<file path="config.mk">
export PLATFORM = sky130hd
export DESIGN_NAME = cmpbr_unit
export DESIGN_NICKNAME = d
export VERILOG_FILES = /design/src/rtl/cmpbr_pkg.sv /design/src/rtl/cmpbr_compare.sv /design/src/rtl/cmpbr_cond.sv /design/src/rtl/cmpbr_resolve.sv /design/src/rtl/cmpbr_unit.sv
export SDC_FILE = /design/constraint.sdc
export NUM_CORES = 1
export LEC_CHECK = 0
export BUFFER_PORTS_ARGS = -buffer_cell sky130_fd_sc_hd__clkbuf_2
export CAP_MARGIN = 20
export CORE_MARGIN = 5
export CORE_UTILIZATION = 42
export DETAILED_ROUTE_END_ITERATION = 7
export GPL_ROUTABILITY_DRIVEN = 0
export PLACE_DENSITY_LB_ADDON = 0.1
export SYNTH_ARGS = -nofsm -noshare
export SYNTH_HDL_FRONTEND = slang
export SYNTH_SLANG_ARGS = --single-unit
</file>
<file path="constraint.sdc">
create_clock -name clk -period 3.3 [get_ports clk]
set_input_delay 0.165 -clock clk [delete_from_list [all_inputs] [get_ports clk]]
set_output_delay 0.165 -clock clk [all_outputs]
set_load 0.02 [all_outputs]
</file>
<file path="src/rtl/cmpbr_pkg.sv">
// Shared types for the compare and branch resolution unit.
// Assumes the operation kind is the low two bits of the opcode.
package cmpbr_pkg;
    localparam int CODE_W = 3;

    typedef enum logic [1:0] {
        OPK_CMP   = 2'b00,
        OPK_BCODE = 2'b01,
        OPK_BFUSE = 2'b10,
        OPK_NOP   = 2'b11
    } op_kind_e;

    typedef struct packed {
        logic gt;
        logic eq;
        logic lt;
    } cc_t;
endpackage

</file>
<file path="src/rtl/cmpbr_compare.sv">
// Three-way comparator: produces a one-hot {gt, eq, lt} code for two operands.
// Assumes the caller selects signed or unsigned ordering with uns.
module cmpbr_compare
    import cmpbr_pkg::*;
#(
    parameter int W = 32
) (
    input  logic [W-1:0] a,
    input  logic [W-1:0] b,
    input  logic         uns,
    output cc_t          cc
);
    logic lt_s;
    logic lt_u;
    logic same;

    // Form both orderings and pick one; greater is what is neither less nor equal.
    always_comb begin
        lt_s  = $signed(a) < $signed(b);
        lt_u  = a < b;
        same  = (a == b);
        cc.lt = uns ? lt_u : lt_s;
        cc.eq = same;
        cc.gt = ~(uns ? lt_u : lt_s) & ~same;
    end
endmodule

</file>
<file path="src/rtl/cmpbr_cond.sv">
// Condition tester: matches a register-held code against a 3-bit mask.
// Assumes a code with any bit above the code field set is malformed and never matches.
module cmpbr_cond
    import cmpbr_pkg::*;
#(
    parameter int W = 32
) (
    input  logic [W-1:0]      code,
    input  logic [CODE_W-1:0] mask,
    output logic              match
);
    logic stray;

    // Detect stray upper bits only when the register is wider than the code field.
    generate
        if (W > CODE_W) begin : g_upper
            always_comb stray = |code[W-1:CODE_W];
        end else begin : g_flat
            always_comb stray = 1'b0;
        end
    endgenerate

    // Any shared bit between mask and a well-formed code means a match.
    always_comb match = ~stray & (|(mask & code[CODE_W-1:0]));
endmodule

</file>
<file path="src/rtl/cmpbr_resolve.sv">
// Prediction check: flags a wrong static guess and prices the operation in clocks.
// Assumes non-branch work costs the hit cost and idle (no-operation) costs zero.
module cmpbr_resolve #(
    parameter int COST_HIT  = 1,
    parameter int COST_MISS = 4,
    parameter int COST_W    = $clog2(COST_MISS + 1)
) (
    input  logic              is_work,
    input  logic              is_branch,
    input  logic              taken,
    input  logic              pred,
    output logic              mispredict,
    output logic [COST_W-1:0] cost
);
    // A branch mispredicts when the outcome differs from the static bit.
    always_comb mispredict = is_branch & (taken ^ pred);

    // Cost follows the prediction outcome for branches; other work is single-clock.
    always_comb begin
        if (!is_work)
            cost = '0;
        else if (mispredict)
            cost = COST_W'(COST_MISS);
        else
            cost = COST_W'(COST_HIT);
    end
endmodule

</file>
<file path="src/rtl/cmpbr_unit.sv">
// Compare and branch resolution unit (top). Decodes the operation kind, runs the
// comparator and mask test, checks the static prediction and registers all results.
// Assumes W is wider than the 3-bit code field and that operands are already read.
module cmpbr_unit
    import cmpbr_pkg::*;
#(
    parameter int W         = 32,
    parameter int AW        = 32,
    parameter int COST_HIT  = 1,
    parameter int COST_MISS = 4,
    parameter int COST_W    = $clog2(COST_MISS + 1)
) (
    input  logic              clk,
    input  logic              rst_n,
    input  logic              in_valid,
    input  logic [2:0]        in_op,
    input  logic [W-1:0]      in_a,
    input  logic [W-1:0]      in_b,
    input  logic [2:0]        in_mask,
    input  logic              in_pred,
    input  logic [AW-1:0]     in_target,
    output logic              out_valid,
    output logic              out_wr_en,
    output logic [W-1:0]      out_wr_data,
    output logic              out_is_branch,
    output logic              out_taken,
    output logic [AW-1:0]     out_target,
    output logic              out_mispredict,
    output logic [COST_W-1:0] out_cost
);
    localparam int PAD_W = W - CODE_W;

    op_kind_e          kind;
    logic              uns;
    cc_t               cc;
    logic [W-1:0]      cc_word;
    logic [W-1:0]      test_code;
    logic              match;
    logic              is_branch;
    logic              is_work;
    logic              taken;
    logic              miss;
    logic [COST_W-1:0] cost;

    // Split the opcode into kind and signedness select.
    always_comb begin
        kind = op_kind_e'(in_op[1:0]);
        uns  = in_op[2];
    end

    cmpbr_compare #(.W(W)) u_cmp (
        .a   (in_a),
        .b   (in_b),
        .uns (uns),
        .cc  (cc)
    );

    // Widen the fresh code to register width with zero upper bits.
    always_comb cc_word = {{PAD_W{1'b0}}, cc};

    // Branch on code tests the supplied register; the fused form tests the fresh code.
    always_comb test_code = (kind == OPK_BCODE) ? in_a : cc_word;

    cmpbr_cond #(.W(W)) u_cond (
        .code  (test_code),
        .mask  (in_mask),
        .match (match)
    );

    // Classify the operation and decide the branch.
    always_comb begin
        is_branch = (kind == OPK_BCODE) || (kind == OPK_BFUSE);
        is_work   = (kind != OPK_NOP);
        taken     = is_branch & match;
    end

    cmpbr_resolve #(
        .COST_HIT  (COST_HIT),
        .COST_MISS (COST_MISS),
        .COST_W    (COST_W)
    ) u_res (
        .is_work    (is_work),
        .is_branch  (is_branch),
        .taken      (taken),
        .pred       (in_pred),
        .mispredict (miss),
        .cost       (cost)
    );

    // Register the control results; an idle cycle clears them.
    always_ff @(posedge clk) begin
        if (!rst_n) begin
            out_valid      <= 1'b0;
            out_wr_en      <= 1'b0;
            out_is_branch  <= 1'b0;
            out_taken      <= 1'b0;
            out_mispredict <= 1'b0;
            out_cost       <= '0;
        end else begin
            out_valid      <= in_valid;
            out_wr_en      <= in_valid && (kind == OPK_CMP);
            out_is_branch  <= in_valid && is_branch;
            out_taken      <= in_valid && taken;
            out_mispredict <= in_valid && miss;
            out_cost       <= in_valid ? cost : '0;
        end
    end

    // Register the data results for each accepted request.
    always_ff @(posedge clk) begin
        if (!rst_n) begin
            out_wr_data <= '0;
            out_target  <= '0;
        end else if (in_valid) begin
            out_wr_data <= cc_word;
            out_target  <= is_branch ? in_target : '0;
        end
    end
endmodule

</file>
# Word level (Yosys, flattened, before mapping)
# Index checks and enable logic that the tools add are counted.
dict set report word_totals {
  reg_bits 43
  inputBits 106
  out_inout_bits 72
  elab_cells 36
}
dict set report classes {
  magnitude_cmp 2
  n_eq_ne 4
  muxes 4
  bitwise_logic 9
  reduce_logical 9
}
# op n
set ops {}
lappend ops {{less-than comparator 32 bit} 2}
lappend ops {{two-way mux 32 bit} 2}
lappend ops {{== test 32 bit} 1}
lappend ops {{OR reduction 29 bit} 1}
lappend ops {{bitwise AND 1 bit} 4}
lappend ops {{logical AND 1 bit} 4}
lappend ops {{bitwise AND 3 bit} 1}
lappend ops {{two-way mux 3 bit} 1}
lappend ops {{NOT 1 bit} 3}
lappend ops {{AND reduction 3 bit} 1}
lappend ops {{OR reduction 3 bit} 1}
lappend ops {{== test 2 x 1 -> 1 bit, second input constant} 1}
lappend ops {{== test 2 bit, second input constant} 1}
lappend ops {{logical NOT 2 bit} 1}
lappend ops {{!= test 2 bit, second input constant} 1}
lappend ops {{logical OR 1 bit} 1}
lappend ops {{two-way mux 1 bit} 1}
lappend ops {{bitwise XOR 1 bit} 1}

# Logic depth before layout (Yosys ltp)
# Gate-level depths: netlist of the first run.
dict set report depth {
  word_depth 12
  ltp_mapped 11
}

# Hierarchy
# From an unflattened synthesis of the first run, not the netlist that was laid out.
dict set report unflattened {
  hier_cells 376
  area_unflattened_um2 3141.8
}
# module n_inst cells_per_inst area_each_um2 seq_area_each_um2
set by_module_without_submodules {}
lappend by_module_without_submodules {cmpbr_unit 1 243 2150.8 860.8}
lappend by_module_without_submodules {cmpbr_compare 1 115 857.1 0.0}
lappend by_module_without_submodules {cmpbr_cond 1 12 92.6 0.0}
lappend by_module_without_submodules {cmpbr_resolve 1 6 41.3 0.0}

# Worst setup path before layout of the first run
# Ideal clock, no wire load.
dict set report synth_timing {
  kind {input -> register}
  startpoint {in in_b[14]}
  endpoint {reg out_cost[0]}
  arrival_ns 2.243
  slack_ns 0.922
  path_stages 11
  path_cell_list {inv_1 > ha_1 > a21oi_1 > nand2_1 > a221o_1 > o31ai_4 > a2111oi_2 > or3_1 > buf_6 > o31ai_1 > a211oi_1}
}
dict set report synth_between {
  elab_chain_cells 12
}
# item line_no
set synth_lines {}
lappend synth_lines {{start: declaration} cmpbr_unit.sv:18} ;# input logic [W-1:0] in_b,
lappend synth_lines {{less-than comparator 32 bit, on equally long branches} {cmpbr_compare.sv:19, cmpbr_compare.sv:20}}
lappend synth_lines {{two-way mux 1 bit} {cmpbr_compare.sv:22, cmpbr_compare.sv:24}}
lappend synth_lines {{NOT 1 bit} cmpbr_compare.sv:24} ;# cc.gt = ~(uns ? lt_u : lt_s) & ~same;
lappend synth_lines {{bitwise AND 1 bit} cmpbr_compare.sv:24}
lappend synth_lines {{two-way mux 32 bit *} cmpbr_unit.sv:62} ;# always_comb test_code = (kind == OPK_BCODE) ? in_a : cc_word;
lappend synth_lines {{bitwise AND 3 bit *} cmpbr_cond.sv:24} ;# always_comb match = ~stray & (|(mask & code[CODE_W-1:0]));
lappend synth_lines {{OR reduction 3 bit *} cmpbr_cond.sv:24}
lappend synth_lines {{bitwise AND 1 bit *} cmpbr_cond.sv:24}
lappend synth_lines {{bitwise AND 1 bit *} cmpbr_unit.sv:74} ;# taken = is_branch & match;
lappend synth_lines {{bitwise XOR 1 bit *} cmpbr_resolve.sv:16} ;# always_comb mispredict = is_branch & (taken ^ pred);
lappend synth_lines {{bitwise AND 1 bit *} cmpbr_resolve.sv:16}
lappend synth_lines {{two-way mux 3 bit *} cmpbr_resolve.sv:22} ;# else if (mispredict)
lappend synth_lines {{end signal: assignment} cmpbr_unit.sv:105} ;# out_cost <= in_valid ? cost : '0;
lappend synth_lines {{end: declaration} cmpbr_unit.sv:29} ;# output logic [COST_W-1:0] out_cost
# Every way passes the cells marked *; elsewhere a longest branch is shown, timed or not.
# A chain may end at the register's enable or synchronous reset.

# Final worst setup path of the first run
dict set report layout_timing {
  startpoint {in in_a[14]}
  endpoint {reg out_cost[0]}
}
dict set report layout_between {
  elab_chain_cells 12
}
# item line_no
set layout_lines {}
lappend layout_lines {{start: declaration} cmpbr_unit.sv:17} ;# input logic [W-1:0] in_a,
lappend layout_lines {{less-than comparator 32 bit, on equally long branches} {cmpbr_compare.sv:19, cmpbr_compare.sv:20}}
lappend layout_lines {{two-way mux 1 bit} {cmpbr_compare.sv:22, cmpbr_compare.sv:24}}
lappend layout_lines {{NOT 1 bit} cmpbr_compare.sv:24}
lappend layout_lines {{bitwise AND 1 bit} cmpbr_compare.sv:24}
lappend layout_lines {{two-way mux 32 bit *} cmpbr_unit.sv:62}
lappend layout_lines {{bitwise AND 3 bit} cmpbr_cond.sv:24}
lappend layout_lines {{OR reduction 3 bit} cmpbr_cond.sv:24}
lappend layout_lines {{bitwise AND 1 bit *} cmpbr_cond.sv:24}
lappend layout_lines {{bitwise AND 1 bit *} cmpbr_unit.sv:74}
lappend layout_lines {{bitwise XOR 1 bit *} cmpbr_resolve.sv:16}
lappend layout_lines {{bitwise AND 1 bit *} cmpbr_resolve.sv:16}
lappend layout_lines {{two-way mux 3 bit *} cmpbr_resolve.sv:22}
# Marked as above.

==> impl_metrics.tcl, run 1 <==
set metrics [dict create \
    crit_start "in_a[14]" \
    vias_per_cell 4.80 \
    avgSynthCellArea_um2 9.11 \
    clock_sinks 42 \
    start_util_pct 42.6 \
    io_pins 178 \
    setup_viol 0 \
    ys_seq_elements 42 \
    status "finished clean" \
    ctsHtreeMaxLevel 2 \
    yosysTopAreaCellShare_pct 31.6 \
    r2r_cells 1 \
    clock_skew_ns 0 \
    hold_buffers 0 \
    maxSlewHeadroom_pct 57.0 \
    critical_path_class "in2reg" \
    endpoint "out_cost[0]" \
    die_h_um 89.6 \
    power_density_nw_per_um2 368 \
    layout_common_cells "147 x clkbuf_2, 42 x dfxtp_1, 36 x inv_1" \
    synth_top_area_cell "dfxtp_1" \
    drive_gt1_share_pct 38.2 \
    path_clk_slew_ns 0.08 \
    ys_seq_area_share_pct 31.6 \
    async_flop_share_pct 0 \
    clock_latency_ns 0.29 \
    cts_tree "built" \
    r2r_end "out_wr_data[2]" \
    syn_inst 292 \
    rows 29 \
    syn-cell-area_um2 2660 \
    synth_enable_flop_cells 0 \
    tightest_slew_ns 0.642 \
    clk_path_buf_depth 2 \
    finalSetupTns_ns 0 \
    drc 0 \
    ir_drop_v 0.000253 \
    synthFlopType "dfxtp_1" \
    cts_setup_buffers 0 \
    num_antenna_cells 0 \
    grtUsageTotal_pct 15.7 \
    layout.nets 580 \
    die_w_um 89.6 \
    overflow 0 \
    hp-class "in2reg" \
    n_fill_cell 622 \
    power.leakage_nw 1.93 \
    dieArea_um2 8030 \
    wl_per_cell_um 12.6 \
    maxSlewViolCount 0 \
    finalCriticalPeriod_ns 2.30 \
    numCtsBuffers 5 \
    drt_first_pass_iters 4 \
    fmax_ghz 0.435 \
    drt_wl_total_um 6530 \
    ys_warn_count 0 \
    start_kind "input port" \
    synth.distinct_cells 46 \
    place_area_um2 3360 \
    required_ns 3.46 \
    arrival_ns 2.46 \
    rr_startpoint "out_wr_data[2]" \
    critPathMaxFanout 6 \
    hold_violations 0 \
    reg2reg_setup_slack_ns 2.68 \
    vias 2484 \
    grt_setup_unrepaired "no" \
    cts_root_buf "clkbuf_8" \
    synth.area.top_cells "dfxtp_1 32%, ha_1 16%, a22o_1 11%, buf_4 8.5%, inv_1 5.1%" \
    dpl.hpwl_um 5730 \
    timing.critical_path.to_type "flip-flop" \
    design_area_um2 3470 \
    area_growth_pct 30.4 \
    grt_pass1_wl_um 10100 \
    hold_start "in_target[20]" \
    design.core.area_um2 6240 \
    antenna_found_initial 0 \
    first_global_vias 2373 \
    final_common_cell "clkbuf_2" \
    drtIter0Drc 80 \
    cap_violations 0 \
    ctsResizeCount 0 \
    post-route-period-util_pct 69.7 \
    grt_max_degree 30 \
    io_buffers 147 \
    antenna_left 0 \
]
==> registers in the layout, summed over array words and instances (netlist names) <==
register        flops
out_target         32
out_wr_en           1
out_cost            2
out_mispredict      1
out_wr_data         3
out_taken           1
out_valid           1
out_is_branch       1
==> per-stage QoR <==
stage	util, %	setup WS, ns	power, mW	hold WS [ns]	cells
final	55.6	1.00	1.27	0.0892	517
after global routing	55.6	0.755	1.36	0.0713	517
after CTS	55.6	1.02	1.30	0.0813	517
after detailed placement	53.8	0.711	0.885	0.387	509
after global placement	53.8	0.714	0.884	0.386	509
after floorplan	-	0.922	0.789	0.298	321
==> layout make-up <==
class	instances	area (µm²)	share of cell area [%]
Multi-Input combinational cell	204	1530	44.1
Sequential cell	42	841	24.2
Timing Repair Buffer	149	751	21.6
Inverter	37	139	4.00
Tap cell	77	96.3	2.78
Clock buffer	5	68.8	1.98
Clock inverter	3	43.8	1.26
==> cell families after synthesis <==
logic type / after synthesis / share of synthesized area, %
flip-flops: 42 / 31.6
AND/OR/NAND/NOR: 62 / 14.2
buffers and inverters: 75 / 15.1
other: 1 / 0.141
AO/OA/AOI/OAI: 76 / 22.2
XOR/XNOR: 1 / 0.329
adder cells (fa/ha/maj): 35 / 16.5
==> Yosys cell counts (2+ instances only) <==
master,number
dfxtp_1,42
inv_1,36
ha_1,35
a22o_1,32
buf_4,30
nand2_1,19
a21oi_1,14
o21ai_0,11
clkbuf_1,7
nand4_1,7
nor2_1,6
nor4_1,6
nand3_1,5
nor3_1,4
o2bb2ai_1,3
a211o_1,2
nor2b_1,2
o211ai_1,2
o31ai_1,2
==> worst max-delay path, stage by stage <==
cell and delay [ns]:
clkbuf_2 0.09, ha_1 0.32, a21oi_1 0.16, nand2_1 0.07, a221o_1 0.39, o31ai_4 0.34, a2111oi_2 0.13, or3_1 0.47
o31ai_1 0.27, a211oi_1 0.07
==> power by group <==
group	switching (mW)	total, mW	internal, mW
Clock	0.176	0.403	0.227
Sequential	0.0113	0.544	0.532
Combinational	0.194	0.328	0.135
==> worst min path at each step <==
stage / to / cells past startpoint / slack (ns)
after floorplan: out_target[0] / 1 / 0.30
after global placement: out_target[20] / 2 / 0.39
after detailed placement: out_target[15] / 2 / 0.39
after CTS: out_target[20] / 2 / 0.08
after global routing: out_target[14] / 2 / 0.07
final: out_target[20] / 2 / 0.09
==> metal layers <==
metal	track usage, %	up-vias	routed length, µm	part of all wire, %
met4	4.33	0	83	1.3
met2	26.9	101	3020	46
met1	19.5	1086	2680	41
met5	0	-	0	0
met3	3.83	7	745	11
li1	-	1290	-	-
No activity file was read; power rests on OpenSTA's default activity.
==> run 2: changes to the inputs <==
==> constraint.sdc (replaced) <==
create_clock -name clk -period 2.3 [get_ports clk]
set_input_delay 0.115 -clock clk [delete_from_list [all_inputs] [get_ports clk]]
set_output_delay 0.115 -clock clk [all_outputs]
set_load 0.02 [all_outputs]
==> impl_metrics.tcl, run 2 (synthesis gave the netlist of run 1 again) <==
set metrics [dict create \
    path_clk_slew_ns 0.08 \
    antenna_left 0 \
    dieArea_um2 8030 \
    rr_startpoint "out_target[16]" \
    grt_max_degree 35 \
    dp_cells 533 \
    first_global_vias 2404 \
    antenna_found_initial 0 \
    ir_drop_v 0.000526 \
    whs_path_depth 2 \
    area_growth_pct 37.6 \
    drc 0 \
    maxSlewViolCount 0 \
    grtUsageTotal_pct 16.1 \
    hold_start "in_target[5]" \
    drive_gt1_share_pct 41.7 \
    final_common_cell "clkbuf_2" \
    status "finished clean" \
    wl_per_cell_um 12.8 \
    start_util_pct 42.6 \
    required_ns 2.47 \
    fmax_ghz 0.478 \
    power.leakage_nw 2.05 \
    vias 2566 \
    r2r_end "out_target[16]" \
    post-route-period-util_pct 90.9 \
    largest_register "out_target" \
    cts_tree "built" \
    die_w_um 89.6 \
    layout_common_cells "147 x clkbuf_2, 42 x dfxtp_1, 36 x inv_1" \
    drtIter0Drc 41 \
    overflow 0 \
    arrival_ns 2.26 \
    n_fill_cell 586 \
    final_cells 540 \
    cts_setup_buffers 0 \
    rows 29 \
    clock_latency_ns 0.28 \
    hold_buffers 0 \
    r2r_cells 1 \
    drt_wl_total_um 6920 \
    hold_violations 0 \
    ctsHtreeMaxLevel 2 \
    layout.nets 604 \
    critPathMaxFanout 6 \
    critical_path_class "in2reg" \
    finalSetupTns_ns 0 \
    start_kind "input port" \
    largestRegisters "out_target x32, out_wr_data x3, out_cost x2" \
    clk_path_buf_depth 2 \
    fin_util_pct 58.6 \
    dpl.hpwl_um 6000 \
    largest_register_ffs 32 \
    timing.critical_path.to_type "flip-flop" \
    clock_sinks 42 \
    clock_skew_ns 0 \
    die_h_um 89.6 \
    numCtsBuffers 5 \
    finalCriticalPeriod_ns 2.09 \
    cts_root_buf "clkbuf_8" \
    setup_viol 0 \
    reg2reg_setup_slack_ns 1.66 \
    io_pins 178 \
    grt_setup_unrepaired "no" \
    hp-class "in2reg" \
    drt_first_pass_iters 4 \
    num_antenna_cells 0 \
    grt_pass1_wl_um 10300 \
    cap_violations 0 \
    vias_per_cell 4.75 \
    io_buffers 147 \
    design.core.area_um2 6240 \
    hold_end "out_target[5]" \
    power_density_nw_per_um2 512 \
]
==> run 2: changes by cell type in the layout (fill, tap and decap cells not counted), sizes merged <==
cell,previous run,this run
clkinv,2,1
clkbuf,152,153
buf,2,26
inv,37,36
==> run 2: area by class of cell <==
type                       count  area [µm²]  area share (%)
tap                           77        96.3            2.63
timing repair buffer         173         931            25.4
inverter                      37         139            3.79
multi-input combinational    204        1540            42.1
clock buffer                   6        82.6            2.26
sequential                    42         841            23.0
clock inverter                 1        30.0           0.821
==> run 2: what timing repair did <==
item	4_1_cts	5_1_grt
endpoints found under the hold margin	0	0
setup endpoints to repair	0	4
gates resized for setup	0	2
==> run 2: worst max path at each step <==
stage / from / end / slack, ns / cells past startpoint
floorplan: in_b[14] / out_cost[0] / 0.02 / 11
global placement: in_b[14] / out_cost[0] / -0.14 / 11
detailed placement: in_b[14] / out_cost[0] / -0.23 / 11
CTS: in_b[14] / out_cost[0] / 0.08 / 11
global route: in_b[27] / out_cost[0] / 0.05 / 11
finish: in_a[14] / out_cost[0] / 0.21 / 10
==> run 2: critical path: stages <==
cell       delay, ns
clkbuf_2        0.10
ha_1            0.33
a21oi_1         0.15
nand2_1         0.07
a221o_1         0.39
o31ai_4         0.23
a2111oi_2       0.12
or3_4           0.44
o31ai_1         0.26
a211oi_1        0.07
==> run 2: power by group <==
part           internal, mW  switching, mW  leakage [nW]  total (mW)
sequential            0.764         0.0171         0.343       0.781
combinational         0.226          0.290          1.65       0.516
clock                 0.347          0.231        0.0573       0.578
total                  1.34          0.537          2.05        1.87
==> run 2: metrics by stage <==
step | hold WS (ns) | instance area (µm²) | setup WS [ns] | total power, mW
floorplan | 0.248 | 2770 | 0.0182 | 1.13
global placement | 0.335 | 3540 | -0.144 | 1.30
detailed placement | 0.338 | 3540 | -0.231 | 1.31
CTS | 0.0359 | 3650 | 0.0776 | 1.90
global route | 0.0327 | 3660 | 0.0536 | 1.99
finish | 0.0456 | 3660 | 0.209 | 1.87
==> run 2: routing by layer <==
metal | vias up | wire length, µm | track usage [%]
li1 | 1340 | - | -
met1 | 1118 | 2890 | 20.3
met2 | 102 | 3260 | 27.1
met3 | 6 | 703 | 4.56
met4 | 0 | 72 | 4.19
met5 | - | 0 | 0
==> run 3: changes to the inputs <==
--- a/config.mk
+++ b/config.mk
@@ -5,6 +5,7 @@
 export SDC_FILE = /design/constraint.sdc
 export NUM_CORES = 1
 export LEC_CHECK = 0
+export ABC_AREA = 1
 export BUFFER_PORTS_ARGS = -buffer_cell sky130_fd_sc_hd__clkbuf_2
 export CAP_MARGIN = 20
 export CORE_MARGIN = 5
==> impl_metrics.tcl, run 3 <==
set metrics [dict create \
    timing.critical_path.to_type "flip-flop" \
    die_h_um 89 \
    hp-class "in2reg" \
    synth_commonest_cells "45 x inv_1, 42 x dfxtp_1, 39 x nand2_1, 35 x ha_1, 32 x a32o_1" \
    grt_setup_unrepaired "no" \
    synth.area.top_cells "dfxtp_1 32%, ha_1 17%, a32o_1 12%, buf_4 8.6%, inv_1 6.4%" \
    antenna_found_initial 0 \
    hold_buffers 0 \
    design.core.area_um2 5990 \
    largestRegisters "out_target x32, out_wr_data x3, out_cost x2" \
    p_int_mw 1.19 \
    yosysMostFrequentCell "inv_1" \
    cap_violations 0 \
    finalSetupTns_ns 0 \
    place_ws_ns 0.384 \
    clk_path_buf_depth 2 \
    hold_violations 0 \
    ctsHtreeMaxLevel 2 \
    final_common_cell "clkbuf_2" \
    syn-cell-area_um2 2620 \
    critPathMaxFanout 3 \
    ys_seq_area_share_pct 32.1 \
    rr_startpoint "out_target[14]" \
    layout.nets 600 \
    crit_start "in_a[31]" \
    drc 0 \
    n_fill_cell 591 \
    max_stage_delay_ns 0.32 \
    fmax_ghz 0.621 \
    required_ns 2.48 \
    power.total_mw 1.73 \
    grtUsageTotal_pct 16.3 \
    drive_gt1_share_pct 37.8 \
    drtIter0Drc 57 \
    largest_register_ffs 32 \
    p_seq_share_pct 45.1 \
    setup_viol 0 \
    power.leakage_nw 1.95 \
    status "finished clean" \
    numCtsBuffers 5 \
    critical_path_class "in2reg" \
    worstPathBufferInverterCount 1 \
    async_flop_share_pct 0 \
    hold_start "in_target[19]" \
    synth_top_area_cell "dfxtp_1" \
    syn_inst 313 \
    cts_root_buf "clkbuf_8" \
    grt_max_degree 36 \
    critPathTopFamily "compound AO/OA/AOI/OAI gates" \
    combPwrFrac_pct 27.2 \
    netSwitchingPower_uw 535 \
    io_buffers 147 \
    num_antenna_cells 0 \
    ys_warn_count 0 \
    clock_skew_ns 0 \
    start_kind "input port" \
    antenna_left 0 \
    synth_enable_flop_cells 0 \
    dpl.hpwl_um 5860 \
    finalCriticalPeriod_ns 1.61 \
    die_w_um 89 \
    maxSlewViolCount 0 \
    largest_register "out_target" \
    cts_setup_buffers 0 \
    wl_per_cell_um 12.9 \
    clock_latency_ns 0.28 \
    arrival_ns 1.79 \
    ys_seq_elements 42 \
    start_util_pct 43.8 \
    rows 28 \
    clock_sinks 42 \
    fin_ws_ns 0.690 \
    post-route-period-util_pct 70.0 \
    drt_wl_total_um 6900 \
    ir_drop_v 0.000410 \
    yosysTopAreaCellShare_pct 32.1 \
    vias_per_cell 4.75 \
    vias 2539 \
    layout_common_cells "147 x clkbuf_2, 45 x inv_1, 42 x dfxtp_1" \
    path_clk_slew_ns 0.08 \
    cts_tree "built" \
    crit_top_cell "nand2_2" \
    cpMaxStageDelayCell "ha_1" \
    crit_path_cell_trace "clkbuf_2 -> ha_1 -> a21oi_1 -> o21a_2 -> nand2_1 -> a21oi_1 -> nand2_1 -> nand2_2 -> nand3_1 -> a21oi_2 -> nand2_2 -> nand2_2 -> nand2_2 -> nand2_1 -> nor2_1" \
    synthFlopType "dfxtp_1" \
    dieArea_um2 7920 \
    avgSynthCellArea_um2 8.37 \
    grt_pass1_wl_um 10300 \
    first_global_vias 2323 \
    drt_first_pass_iters 4 \
    area_growth_pct 30.2 \
    clock_power_share_pct 27.7 \
    overflow 0 \
    synth.distinct_cells 29 \
    io_pins 178 \
    ctsResizeCount 0 \
    power_density_nw_per_um2 506 \
    sw_frac_of_total_pct 31.0 \
]
run 3: routing by layer:
metal	share of wire, %	vias to the layer above	global-route usage, %
li1	-	1311	-
met1	43	1116	21.8
met2	46	104	26.7
met3	9.1	8	3.59
met4	1.6	0	4.19
met5	0	-	0
run 3: power groups by stage:
stage | Clock [mW] | Combinational [mW] | Sequential [mW]
floorplan | 0 | 0.283 | 0.840
global placement | 0 | 0.464 | 0.795
detailed placement | 0 | 0.469 | 0.796
CTS | 0.493 | 0.472 | 0.779
global route | 0.524 | 0.529 | 0.783
finish | 0.479 | 0.470 | 0.779
run 3: kinds of logic (layout without fill, tap and decap cells):
group                      Yosys count  in the layout  synth area share [%]
AOI/OAI and AO/OA                   63             63                  18.9
adders and majority gates           35             35                  16.7
buffers and inverters               89            207                  17.1
DFF                                 42             42                  32.1
other                                1             30                 0.143
and+or+nand+nor                     83             83                  15.1
run 3: cell type report:
| class | instances | area [µm²] | area share [%] |
|---|---|---|---|
| repair buffers | 150 | 758 | 22.2 |
| flip-flops and latches | 42 | 841 | 24.6 |
| clock inverters | 1 | 5.00 | 0.147 |
| inverters | 49 | 184 | 5.39 |
| clock buffers | 7 | 86.3 | 2.53 |
| multi-input cells | 211 | 1440 | 42.3 |
| well taps | 75 | 93.8 | 2.75 |
run 3: metrics by stage:
stage	std cells	util (%)	area, µm²	hold WS, ns
after floorplan	342	-	2730	0.226
after global placement	527	55.4	3320	0.326
after detailed placement	527	55.4	3320	0.329
after CTS	535	57.0	3410	0.0276
after global routing	535	57.0	3410	0.0277
final	535	57.0	3410	0.0340
run 3: worst paths after layout:
path,slack [ns],end,cells past startpoint
worst max-delay path,0.69,out_cost[0],15
worst min-delay path,0.03,out_target[19],2
worst max register to register,1.63,out_target[14],1
worst min register to register,0.49,out_wr_data[1],2
